--- config.mk ---
export PLATFORM = sky130hd
export DESIGN_NAME = nphase_decider
export DESIGN_NICKNAME = d
export VERILOG_FILES = /design/src/rtl/nphase_pkg.sv /design/src/rtl/nphase_proj.sv /design/src/rtl/nphase_integ.sv /design/src/rtl/nphase_sector.sv /design/src/rtl/nphase_decider.sv
export SDC_FILE = /design/constraint.sdc
export NUM_CORES = 1
export LEC_CHECK = 0
export BUFFER_PORTS_ARGS = -buffer_cell sky130_fd_sc_hd__clkbuf_2
export CORE_UTILIZATION = 35
export CTS_BUF_LIST = sky130_fd_sc_hd__clkbuf_4 sky130_fd_sc_hd__clkbuf_8 sky130_fd_sc_hd__clkbuf_16
export DETAILED_ROUTE_END_ITERATION = 12
export GPL_TIMING_DRIVEN = 1
export PLACE_DENSITY = 0.55
export SLEW_MARGIN = 0
export SYNTH_ARGS = -nofsm -noshare
export SYNTH_HDL_FRONTEND = slang
export SYNTH_SLANG_ARGS = --single-unit
--- constraint.sdc ---
create_clock -name clk -period 12.85 [get_ports clk]
set_clock_uncertainty 0.15 [all_clocks]
set_input_delay 2.57 -clock clk [delete_from_list [all_inputs] [get_ports clk]]
set_output_delay 2.57 -clock clk [all_outputs]
set_load 0.03 [all_outputs]
--- src/rtl/nphase_pkg.sv ---
package nphase_pkg;

  typedef enum logic [1:0] {
    MODE_BI   = 2'b00,
    MODE_QUAD = 2'b01,
    MODE_OCT  = 2'b10
  } mode_e;

  // number of projection lanes needed by the largest order (N/2 for N = 8)
  localparam int NPROJ = 4;

  // round(2^cf / sqrt(2)) = round(sqrt(2^(2cf-1)))
  function automatic int inv_sqrt2_coef(input int cf);
    longint target;
    longint root;
    target = longint'(1) << (2 * cf - 1);
    root   = 0;
    for (longint k = 0; k <= (longint'(1) << cf); k++) begin
      if (k * k <= target) root = k;
    end
    // (r + 0.5)^2 = r^2 + r + 0.25
    if (target - root * root > root) root = root + 1;
    return int'(root);
  endfunction

  function automatic logic [2:0] to_gray(input logic [2:0] bin);
    return bin ^ (bin >> 1);
  endfunction

  function automatic logic [2:0] count_set(input logic [3:0] s);
    return 3'(s[0]) + 3'(s[1]) + 3'(s[2]) + 3'(s[3]);
  endfunction

  // s[0]: I axis, s[1]: +45 deg axis, s[2]: Q axis, s[3]: +135 deg axis
  function automatic logic [2:0] sector_idx(input mode_e m, input logic [3:0] s);
    logic [2:0] ones;
    ones = count_set(s);
    case (m)
      MODE_BI:   return {2'b00, ~s[2]};
      MODE_QUAD: begin
        case ({s[0], s[2]})
          2'b11:   return 3'd0;
          2'b01:   return 3'd1;
          2'b00:   return 3'd2;
          default: return 3'd3;
        endcase
      end
      default: begin
        // the four signs form a Johnson pattern around the circle
        if (s[0]) return 3'(ones + 3'd5);
        else      return 3'(3'd5 - ones);
      end
    endcase
  endfunction

endpackage

--- src/rtl/nphase_proj.sv ---
module nphase_proj
  import nphase_pkg::*;
#(
  parameter int W  = 8,
  parameter int CF = 10,
  parameter int PW = W + CF + 3
) (
  input  logic signed [W-1:0]  in_i,
  input  logic signed [W-1:0]  in_q,
  output logic signed [PW-1:0] proj [NPROJ]
);

  localparam int COEF = inv_sqrt2_coef(CF);
  localparam logic signed [CF+1:0] COEF_S = (CF + 2)'(COEF);

  logic signed [W:0] sum_iq;
  logic signed [W:0] dif_qi;

  assign sum_iq = (W + 1)'(in_i) + (W + 1)'(in_q);
  assign dif_qi = (W + 1)'(in_q) - (W + 1)'(in_i);

  // all lanes carry the same 2^CF scale so signs compare without truncation
  for (genvar k = 0; k < NPROJ; k++) begin : g_lane
    if (k == 0) begin : g_i
      assign proj[k] = PW'(in_i) <<< CF;
    end else if (k == 1) begin : g_diag
      assign proj[k] = PW'(sum_iq) * PW'(COEF_S);
    end else if (k == 2) begin : g_q
      assign proj[k] = PW'(in_q) <<< CF;
    end else begin : g_anti
      assign proj[k] = PW'(dif_qi) * PW'(COEF_S);
    end
  end

endmodule

--- src/rtl/nphase_integ.sv ---
module nphase_integ #(
  parameter int PW = 21,
  parameter int AW = 28
) (
  input  logic                 clk,
  input  logic                 rst_n,
  input  logic                 vld,
  input  logic                 dump,
  input  logic signed [PW-1:0] proj,
  output logic                 nonneg
);

  logic signed [AW-1:0] acc;
  logic signed [AW-1:0] acc_nxt;
  logic signed [AW-1:0] pext;

  assign pext    = AW'(proj);
  assign acc_nxt = vld ? acc + pext : acc;
  // zero threshold: zero counts as non-negative
  assign nonneg  = ~acc_nxt[AW-1];

  always_ff @(posedge clk) begin
    if (!rst_n)    acc <= '0;
    else if (dump) acc <= '0;
    else           acc <= acc_nxt;
  end


  no_overflow_chk: assert property (@(posedge clk) disable iff (!rst_n)
    (vld && !dump && (acc[AW-1] == pext[AW-1])) |=> (acc[AW-1] == $past(acc[AW-1])));


  dump_clear_chk: assert property (@(posedge clk) disable iff (!rst_n)
    dump |=> (acc == '0));

endmodule

--- src/rtl/nphase_sector.sv ---
module nphase_sector
  import nphase_pkg::*;
(
  input  mode_e            mode,
  input  logic [NPROJ-1:0] signs,
  output logic [2:0]       idx,
  output logic [2:0]       gray
);

  assign idx  = sector_idx(mode, signs);
  assign gray = to_gray(idx);


  always_comb begin
    gray_map_chk: assert ((gray[2] == idx[2]) && (gray[1] == (idx[2] ^ idx[1])));
  end

endmodule

--- src/rtl/nphase_decider.sv ---
module nphase_decider
  import nphase_pkg::*;
#(
  parameter int SAMPLE_W  = 8,
  parameter int COEF_FRAC = 10,
  parameter int MAX_LEN   = 64
) (
  input  logic                       clk,
  input  logic                       rst_n,
  input  logic [1:0]                 mode_sel,
  input  logic                       samp_vld,
  input  logic signed [SAMPLE_W-1:0] samp_i,
  input  logic signed [SAMPLE_W-1:0] samp_q,
  input  logic                       dump,
  output logic [2:0]                 sym_gray,
  output logic                       sym_vld
);

  localparam int PW = SAMPLE_W + COEF_FRAC + 3;
  localparam int AW = PW + $clog2(MAX_LEN + 1);

  mode_e mode_q;

  always_ff @(posedge clk) begin
    if (!rst_n) mode_q <= mode_sel[1] ? MODE_OCT : mode_e'(mode_sel);
  end

  logic signed [PW-1:0] proj [NPROJ];
  logic [NPROJ-1:0]     signs;
  logic [2:0]           dec_idx;
  logic [2:0]           dec_gray;
  logic                 dump_fire;

  assign dump_fire = dump;

  nphase_proj #(.W(SAMPLE_W), .CF(COEF_FRAC), .PW(PW)) u_proj (
    .in_i (samp_i),
    .in_q (samp_q),
    .proj (proj)
  );

  for (genvar k = 0; k < NPROJ; k++) begin : g_int
    nphase_integ #(.PW(PW), .AW(AW)) u_integ (
      .clk    (clk),
      .rst_n  (rst_n),
      .vld    (samp_vld),
      .dump   (dump_fire),
      .proj   (proj[k]),
      .nonneg (signs[k])
    );
  end

  nphase_sector u_sector (
    .mode  (mode_q),
    .signs (signs),
    .idx   (dec_idx),
    .gray  (dec_gray)
  );

  always_ff @(posedge clk) begin
    if (!rst_n) begin
      sym_gray <= 3'b000;
      sym_vld  <= 1'b0;
    end else begin
      sym_vld <= dump_fire;
      if (dump_fire) sym_gray <= dec_gray;
    end
  end


  valid_pulse_chk: assert property (@(posedge clk) disable iff (!rst_n)
    dump_fire |=> sym_vld);


  valid_idle_chk: assert property (@(posedge clk) disable iff (!rst_n)
    !dump_fire |=> !sym_vld);


  hold_chk: assert property (@(posedge clk) disable iff (!rst_n)
    !dump_fire |=> $stable(sym_gray));


  mode_hold_chk: assert property (@(posedge clk) disable iff (!rst_n)
    $past(rst_n) |-> $stable(mode_q));


  bi_gray_chk: assert property (@(posedge clk) disable iff (!rst_n)
    (sym_vld && (mode_q == MODE_BI)) |-> (sym_gray[2:1] == 2'b00));


  quad_gray_chk: assert property (@(posedge clk) disable iff (!rst_n)
    (sym_vld && (mode_q == MODE_QUAD)) |-> (sym_gray[2] == 1'b0));

endmodule

==> impl_metrics.toml, run 1 <==
[finish]
multiInputGateArea_mm2 = 0.00859
diodes = 0
fin_nets = 1694
layout-drive-gt1-share_pct = 11.5
final_cells = 1838
ff_latch_area_mm2 = 0.00190
syn2layout_area_growth_pct = 13.5
nFillCells = 3198

[route]
drc_errors = 0
viasPerCell = 5.21
ant_nets = 0
dr_total_vias = 9575
drt-total-wl_mm = 27.3
dr.first_iter.drc_count = 454
routedWlPerCell_um = 14.8
drt-pass1-iter-count = 5

[timing]
min_period_ns = 12.25
slew_headroom_pct = 49.2
grt_setup_unrepaired = "no"
fin_tns_setup_ns = 0
setup_viol_count_final = 0
hold_viol = 0
clock.fmax_mhz = 81.7
drv_slew = 0
worst_pin_slew_ns = 0.762
fin_crit_sh_pct = 95.3
whs_ns = 0.323

[setup_path]
cpMaxStageDelayCell = "fa_1"
crit_path_max_incr_delay_ns = 0.57
cp-end-kind = "register"
crit_fanout = 3
worstPathArrival_ns = 12.35
critPathRequiredTime_ns = 12.96
r2r_start = "g_int[1].u_integ.acc[3]$_SDFFE_PP0P_"
crit_type = "in2reg"
critPathLaunch = "samp_i[1]"
crit_path_frequent_cell = "inv_1"
crit_path_start_kind = "input port"

[clock_network]
root_buffer = "clkbuf_16"
cts.clk_slew.worst_paths_ns = 0.08
cts_tree = "yes"
cts_buffers = 9
ctsHtreeMaxLevel = 3
clk_latency_ns = 0.37
cts.path.max_buffers = 2
clock-sinks = 94

[synth]
syn-cell-area_mm2 = 0.0111
ys_seq_area_share_pct = 17.1
async_reset_ff_share_pct = 0
synth_ff_type = "dfxtp_1"
synthCells = 1356
synth_fp_nets = 1613
synth_top_area_share_pct = 21.0
synth_edf_count = 2
synth.area.top_cells = "ha_1 21%, dfxtp_1 17%, fa_1 8.6%"
ys_types = 68
syn_area_per_cell_um2 = 8.20
ys_warn_count = 0
synth_seq_cells = 94
yosys.area.top_type = "ha_1"

[global_routing]
grt_antenna_before_repair = 0
grt_pass1_wl_mm = 46.7
grt_max_degree = 52
grt_usage_pct = 17.5
first_global_vias = 9512
overflow = 0

[floorplan]
coreArea_mm2 = 0.0309
die_w_um = 180
die_area_mm2 = 0.0325
io_pins = 26
die_h_um = 180
initial_utilization_pct = 36.0
rows = 64

[placement]
io_buffers = 25
placed_cells = 1816
hpwl_mm = 21.2
place_congestion = 0.797

[hold_path]
min_path_type = "reg2reg"
hp-start = "g_int[3].u_integ.acc[19]$_SDFFE_PP0P_"

[outcome]
status = "complete, no violations"

[job]
cap_violations = 0
==> metrics by stage <==
step | instance area [um^2] | utilization (%) | setup slack, ns
after global routing | 12600 | 40.8 | 0.00298
after floorplan | 11100 | - | 0.439
after detailed placement | 12200 | 39.4 | -0.114
final | 12600 | 40.8 | 0.603
after global placement | 12200 | 39.4 | 0.111
after CTS | 12500 | 40.3 | 0.251
==> state kept, by name, indices dropped and copies added (netlist names) <==
name,flops
sym_vld,1
mode_q,2
sym_gray,3
g_int.u_integ.acc,88
==> layer usage <==
metal | routed length, um | share of wire (%) | vias up | global-route usage [%]
met5 | 0 | 0 | - | 0
met4 | 417 | 1.5 | 0 | 4.21
met3 | 694 | 2.5 | 18 | 2.38
met2 | 12200 | 45 | 98 | 28.9
met1 | 13900 | 51 | 4514 | 24.0
li1 | - | - | 4945 | -
==> logic make-up after synthesis <==
kind of cell             count (synthesis)  share of synthesized area, %
buffers and inverters                  200                          6.75
AND/OR/NAND/NOR                        375                          16.0
flip-flops                              94                          17.1
AO/OA/AOI/OAI                          328                          20.2
XOR/XNOR                                80                          6.30
adder cells (fa/ha/maj)                235                          29.7
multiplexers                            44                          3.96
==> what timing repair did <==
action / CTS / global route
setup endpoints to repair: 0 / 2
gates resized for setup: 0 / 28
hold endpoints to repair: 0 / 0
buffers inserted: 0 / 6
hold buffers: 0 / 0
==> synthesized netlist by cell type (all sizes together) (8+ instances only) <==
cell and count:
a211oi 23, a21o 38, a21oi 100, and2 12, and3 10, buf 10, clkbuf 25, dfxtp 92
fa 48, ha 187, inv 165, mux2i 44, nand2 79, nand3 38, nor2 126, nor2b 17
nor3 41, o211ai 11, o21a 14, o21ai 46, o21bai 15, o22ai 8, or3 19, xnor2 51
xor2 29
==> worst paths after layout <==
kind,to,slack [ns],depth (start not counted)
worst max-delay path,sym_gray[0]$_SDFFE_PN0P_,0.60,48
worst max register to register,sym_gray[0]$_SDFFE_PN0P_,6.99,23
worst min-delay path,g_int[3].u_integ.acc[19]$_SDFFE_PP0P_,0.32,2
worst min register to register,g_int[3].u_integ.acc[19]$_SDFFE_PP0P_,0.32,2
==> layout by cell type (no fill, tap or decap), types with 43 or more instances in the layout <==
cell type	instances
ha_1	183
inv_1	164
nor2_1	125
dfxtp_1	92
a21oi_1	90
buf_4	81
nand2_1	78
xnor2_1	51
fa_1	48
mux2i_1	43
==> worst max-delay path: cells and delay by family <==
family / cells / cell delay [ns]
fa+ha+maj: 10 / 3.91
compound gates: 20 / 3.32
buf+inv: 9 / 0.60
simple gates: 7 / 1.58
mux: 2 / 0.37
==> area by class of cell <==
class                      count  share of cell area (%)
clock buffer                  13                    2.07
inverter                     165                    4.91
multi-input combinational   1062                    68.1
sequential                    94                    15.1
timing repair buffer         105                    5.77
tap                          396                    3.93
clock inverter                 3                   0.169
Power of run 1 is not shown: default switching activity piles up to over one toggle a cycle in this logic, so the estimate is an artifact.
==> inputs of run 2 (changes only) <==
--- a/config.mk
+++ b/config.mk
@@ -10,7 +10,7 @@
 export CTS_BUF_LIST = sky130_fd_sc_hd__clkbuf_4 sky130_fd_sc_hd__clkbuf_8 sky130_fd_sc_hd__clkbuf_16
 export DETAILED_ROUTE_END_ITERATION = 12
 export GPL_TIMING_DRIVEN = 1
-export PLACE_DENSITY = 0.55
+export PLACE_DENSITY = 0.54
 export SLEW_MARGIN = 0
 export SYNTH_ARGS = -nofsm -noshare
 export SYNTH_HDL_FRONTEND = slang
==> constraint.sdc (replaced) <==
create_clock -name clk -period 12.25 [get_ports clk]
set_clock_uncertainty 0.15 [all_clocks]
set_input_delay 2.45 -clock clk [delete_from_list [all_inputs] [get_ports clk]]
set_output_delay 2.45 -clock clk [all_outputs]
set_load 0.03 [all_outputs]
==> run 2 against run 1 <==
Compared with the run above: count of clock-buffer cells in the layout is 4 lower; setup slack worse by 0.27 ns; register-to-register slack worse by 0.42 ns; routed wire length is 3.2% higher; via count is 3.0% higher; largest cell class unchanged; hold slack worse by 0.0047 ns; critical endpoint is now sym_gray[1]$_SDFFE_PN0P_.
==> impl_metrics.toml, run 2 (synthesized netlist as in run 1, its figures left out) <==
[timing]
grt_setup_unrepaired = "yes"
worst_pin_slew_ns = 0.910
min_period_ns = 11.92
slew_headroom_pct = 39.3
hold_viol = 0
clock.fmax_mhz = 83.9
drv_slew = 0
fin_crit_sh_pct = 97.3
setup_viol_count_final = 0

[floorplan]
die_h_um = 180
die_area_mm2 = 0.0325
coreArea_mm2 = 0.0309
initial_utilization_pct = 36.0
rows = 64
die_w_um = 180
io_pins = 26

[clock_network]
cts.path.max_buffers = 2
cts.clk_slew.worst_paths_ns = 0.08
root_buffer = "clkbuf_16"
cts_buffers = 9
ctsHoldBuffers = 0
clock-sinks = 94
cts_tree = "yes"
ctsHtreeMaxLevel = 3
clk_latency_ns = 0.37

[setup_path]
cp-end-kind = "register"
crit_path_max_incr_delay_ns = 0.57
cpMaxStageDelayCell = "fa_1"
crit_type = "in2reg"
worstPathArrival_ns = 12.08
crit_path_frequent_cell = "fa_1"
critPathRequiredTime_ns = 12.41
crit_path_start_kind = "input port"
crit_fanout = 3

[global_routing]
grt_antenna_before_repair = 0
grt_usage_pct = 17.8
grt_pass1_wl_mm = 47.1
grt_max_degree = 74
overflow = 0
first_global_vias = 9656

[route]
routedWlPerCell_um = 14.5
viasPerCell = 5.09
drt-total-wl_mm = 28.1
dr.first_iter.drc_count = 513
ant_nets = 0
drt-pass1-iter-count = 7
dr_total_vias = 9858
drc_errors = 0

[finish]
syn2layout_area_growth_pct = 22.1
largest_register_ffs = 88
fin_nets = 1791
final_common_cell = "ha_1"
largest-register = "g_int.u_integ.acc"
layout-drive-gt1-share_pct = 19.4
layout_common_cells = "178 x ha_1, 177 x buf_4, 154 x inv_1, 124 x nor2_1, 92 x dfxtp_1"
largest_registers = "g_int.u_integ.acc (88), sym_gray (3), mode_q (2)"
finalInstanceArea_mm2 = 0.0136
diodes = 0

[placement]
dpl-instance-area_mm2 = 0.0128
io_buffers = 25
place_congestion = 0.822
hpwl_mm = 21.6

[job]
cap_violations = 0

[hold_path]
min_path_type = "reg2reg"

[outcome]
status = "complete, no violations"
-- run 2: cell count changes in the layout (fill, tap and decap cells not counted), moves of 5 or more --
cell     change
buf_4       +96
inv_1       -10
inv_2        +8
a21oi_1      -5
ha_1         -5
ha_4         +5
-- run 2: path summary, 6_finish.rpt --
check	startpoint	endpoint	slack [ns]	cells after the start
max	samp_q[1]	sym_gray[1]$_SDFFE_PN0P_	0.33	46
min	g_int[0].u_integ.acc[19]$_SDFFE_PP0P_	g_int[0].u_integ.acc[19]$_SDFFE_PP0P_	0.32	2
max reg2reg	g_int[1].u_integ.acc[3]$_SDFFE_PP0P_	sym_gray[1]$_SDFFE_PN0P_	6.57	23
min reg2reg	g_int[0].u_integ.acc[19]$_SDFFE_PP0P_	g_int[0].u_integ.acc[19]$_SDFFE_PP0P_	0.32	2
-- run 2: cell type report --
cell class                 count  area, um^2
fill                        3049       17300
multi-input combinational   1062        8770
sequential                    94        1900
timing repair buffer         202        1480
inverter                     165         627
tap                          396         495
clock buffer                   9         225
clock inverter                 7        73.8
-- run 2: per-layer routing --
metal | track usage [%] | vias to the layer above | share of wire [%] | wire [um]
met1 | 24.8 | 4577 | 51 | 14300
met4 | 4.07 | 0 | 1.2 | 336
li1 | - | 5141 | - | -
met2 | 29.1 | 120 | 45 | 12700
met5 | 0 | - | 0 | 0
met3 | 2.24 | 20 | 2.8 | 779
-- run 2: worst max-delay path, delay by kind of cell --
| family | cells | cell delay, ns |
|---|---|---|
| AOI/OAI and AO/OA | 19 | 3.24 |
| xor gates and xnor gates | 1 | 0.22 |
| adders and majority gates | 10 | 3.85 |
| buffers and inverters | 8 | 0.59 |
| muxes | 1 | 0.17 |
| and+or+nand+nor | 7 | 1.56 |
-- run 2: repair_timing --
item / 4_1_cts / 5_1_grt
resized for setup: 9 / 72
hold endpoints to repair: 0 / 0
endpoints found under the setup margin: 2 / 2
pin swaps: 10 / 53
buffers inserted: 2 / 16
-- run 2: per-stage QoR --
stage	setup slack, ns	hold slack (ns)	std cells	util [%]	setup TNS, ns
3_5_place_dp	-0.582	0.309	1901	41.5	-1.13
5_1_grt	-0.199	0.340	1935	43.9	-0.346
3_3_place_gp	-0.350	0.303	1901	41.5	-0.674
2_1_floorplan	0.0156	0.295	1356	-	0
4_1_cts	0.00250	0.320	1919	42.6	0
6_report	0.329	0.318	1935	43.9	0
Power of run 2 is left out for the same reason.
==> inputs of run 3 (changes only) <==
--- a/config.mk
+++ b/config.mk
@@ -6,11 +6,13 @@
 export NUM_CORES = 1
 export LEC_CHECK = 0
 export BUFFER_PORTS_ARGS = -buffer_cell sky130_fd_sc_hd__clkbuf_2
+export CELL_PAD_IN_SITES_DETAIL_PLACEMENT = 1
+export CELL_PAD_IN_SITES_GLOBAL_PLACEMENT = 1
 export CORE_UTILIZATION = 35
 export CTS_BUF_LIST = sky130_fd_sc_hd__clkbuf_4 sky130_fd_sc_hd__clkbuf_8 sky130_fd_sc_hd__clkbuf_16
 export DETAILED_ROUTE_END_ITERATION = 12
 export GPL_TIMING_DRIVEN = 1
-export PLACE_DENSITY = 0.54
+export PLACE_DENSITY = 0.66
 export SLEW_MARGIN = 0
 export SYNTH_ARGS = -nofsm -noshare
 export SYNTH_HDL_FRONTEND = slang
==> run 3 against run 2 <==
Compared with the run above: cell area increased by 0.55%; first-iteration DRC count shrank 49%; sequential share of layout area is 0.077 points lower; register-to-register slack lost 0.11 ns; utilization is 0.24 points higher; routed wire length is 12% higher; setup slack worse by 0.25 ns; highest routed layer unchanged.
==> impl_metrics.toml, run 3 (synthesized netlist as in run 1, its figures left out) <==
[timing]
fin_crit_sh_pct = 99.4
drv_slew = 0
min_period_ns = 12.18
clock.fmax_mhz = 82.1
grt_setup_unrepaired = "yes"
setup_viol_count_final = 0
hold_viol = 0
worst_pin_slew_ns = 0.890
worst_slack_ns = 0.0746
whs_ns = 0.324
slew_headroom_pct = 40.6

[finish]
layout-drive-gt1-share_pct = 20.3
largest-register = "g_int.u_integ.acc"
layout_common_cells = "173 x ha_1, 173 x buf_4, 150 x inv_1, 125 x nor2_1, 92 x dfxtp_1"
finalInstanceArea_mm2 = 0.0136
multiInputGateArea_mm2 = 0.00887
syn2layout_area_growth_pct = 22.7
largest_registers = "g_int.u_integ.acc (88), sym_gray (3), mode_q (2)"
diodes = 0
fin_nets = 1787
nFillCells = 3711
utilization_pct = 44.1
ff_latch_area_mm2 = 0.00190
largest_register_ffs = 88

[route]
drt-pass1-iter-count = 4
routedWlPerCell_um = 16.4
viasPerCell = 5.28
dr_total_vias = 10198
met3_length_um = 804
ant_nets = 0
wl_met1_mm = 15.4
drt-total-wl_mm = 31.6
top_layer = "met4"
route.met2.wl_mm = 15.1
dr.first_iter.drc_count = 261
drc_errors = 0

[clock_network]
cts.path.max_buffers = 2
root_buffer = "clkbuf_16"
clock-sinks = 94
cts.clk_slew.worst_paths_ns = 0.07
ctsHoldBuffers = 0
cts_buffers = 9
clk_latency_ns = 0.37
ctsHtreeMaxLevel = 3
cts_tree = "yes"

[setup_path]
crit_path_max_incr_delay_ns = 0.58
critPathRequiredTime_ns = 12.40
cp-end-kind = "register"
crit_path_frequent_cell = "inv_2"
crit_fanout = 3
crit_type = "in2reg"
cpMaxStageDelayCell = "fa_1"
worstPathArrival_ns = 12.33
crit_path_start_kind = "input port"

[floorplan]
coreArea_mm2 = 0.0309
rows = 64
initial_utilization_pct = 36.0
io_pins = 26
die_area_mm2 = 0.0325
die_h_um = 180
die_w_um = 180

[placement]
dpl_worst_slack_ns = -0.697
dpl-instance-area_mm2 = 0.0128
io_buffers = 25
hpwl_mm = 24.3
place_congestion = 0.789

[job]
cap_violations = 0

[outcome]
status = "complete, no violations"

[global_routing]
grt_usage_pct = 19.8
grt_pass1_wl_mm = 52.8
first_global_vias = 10788
grt_antenna_before_repair = 0
grt_max_degree = 56
overflow = 0

[hold_path]
min_path_type = "reg2reg"
==> run 3: changes by cell type in the layout (fill, tap and decap cells not counted), sizes merged <==
cell / before / now
clkinv: 4 / 1
clkbuf: 30 / 35
inv: 166 / 165
buf: 181 / 176
==> run 3: critical path, delay by kind of cell <==
kind | cells | cell delay [ns]
fa+ha+maj | 10 | 3.95
mux | 1 | 0.17
compound gates | 20 | 3.48
buf+inv | 8 | 0.47
xor+xnor | 1 | 0.22
simple gates | 6 | 1.59
==> run 3: path summary, 6_finish.rpt <==
kind	end	from	cells after the start	slack, ns
min reg2reg	g_int[2].u_integ.acc[23]$_SDFFE_PP0P_	g_int[2].u_integ.acc[23]$_SDFFE_PP0P_	2	0.32
max reg2reg	sym_gray[1]$_SDFFE_PN0P_	g_int[1].u_integ.acc[3]$_SDFFE_PP0P_	23	6.46
max	sym_gray[1]$_SDFFE_PN0P_	samp_i[1]	46	0.07
min	g_int[2].u_integ.acc[23]$_SDFFE_PP0P_	g_int[2].u_integ.acc[23]$_SDFFE_PP0P_	2	0.32
==> run 3: repair_timing <==
item / 4_1_cts / 5_1_grt
pin swaps: 19 / 64
endpoints found under the setup margin: 2 / 2
resized for setup: 16 / 77
buffers inserted: 3 / 14
==> run 3: cell type report <==
class / count / share of cell area [%]
Clock buffer: 13 / 1.96
Tap cell: 396 / 3.63
Inverter: 165 / 4.58
Sequential cell: 94 / 13.9
Clock inverter: 3 / 0.312
Multi-Input combinational cell: 1062 / 65.0
Timing Repair Buffer: 198 / 10.6
==> run 3: through the flow <==
stage          TNS [ns]  cells
2_1_floorplan         0   1356
3_3_place_gp     -0.755   1898
3_5_place_dp      -1.37   1898
4_1_cts               0   1917
5_1_grt          -0.627   1931
6_report              0   1931
==> run 3: layer usage <==
| metal | track usage (%) | vias up |
|---|---|---|
| li1 | - | 5122 |
| met1 | 26.6 | 4978 |
| met2 | 33.4 | 76 |
| met3 | 3.17 | 22 |
| met4 | 3.97 | 0 |
| met5 | 0 | - |
Power of run 3 is left out for the same reason.
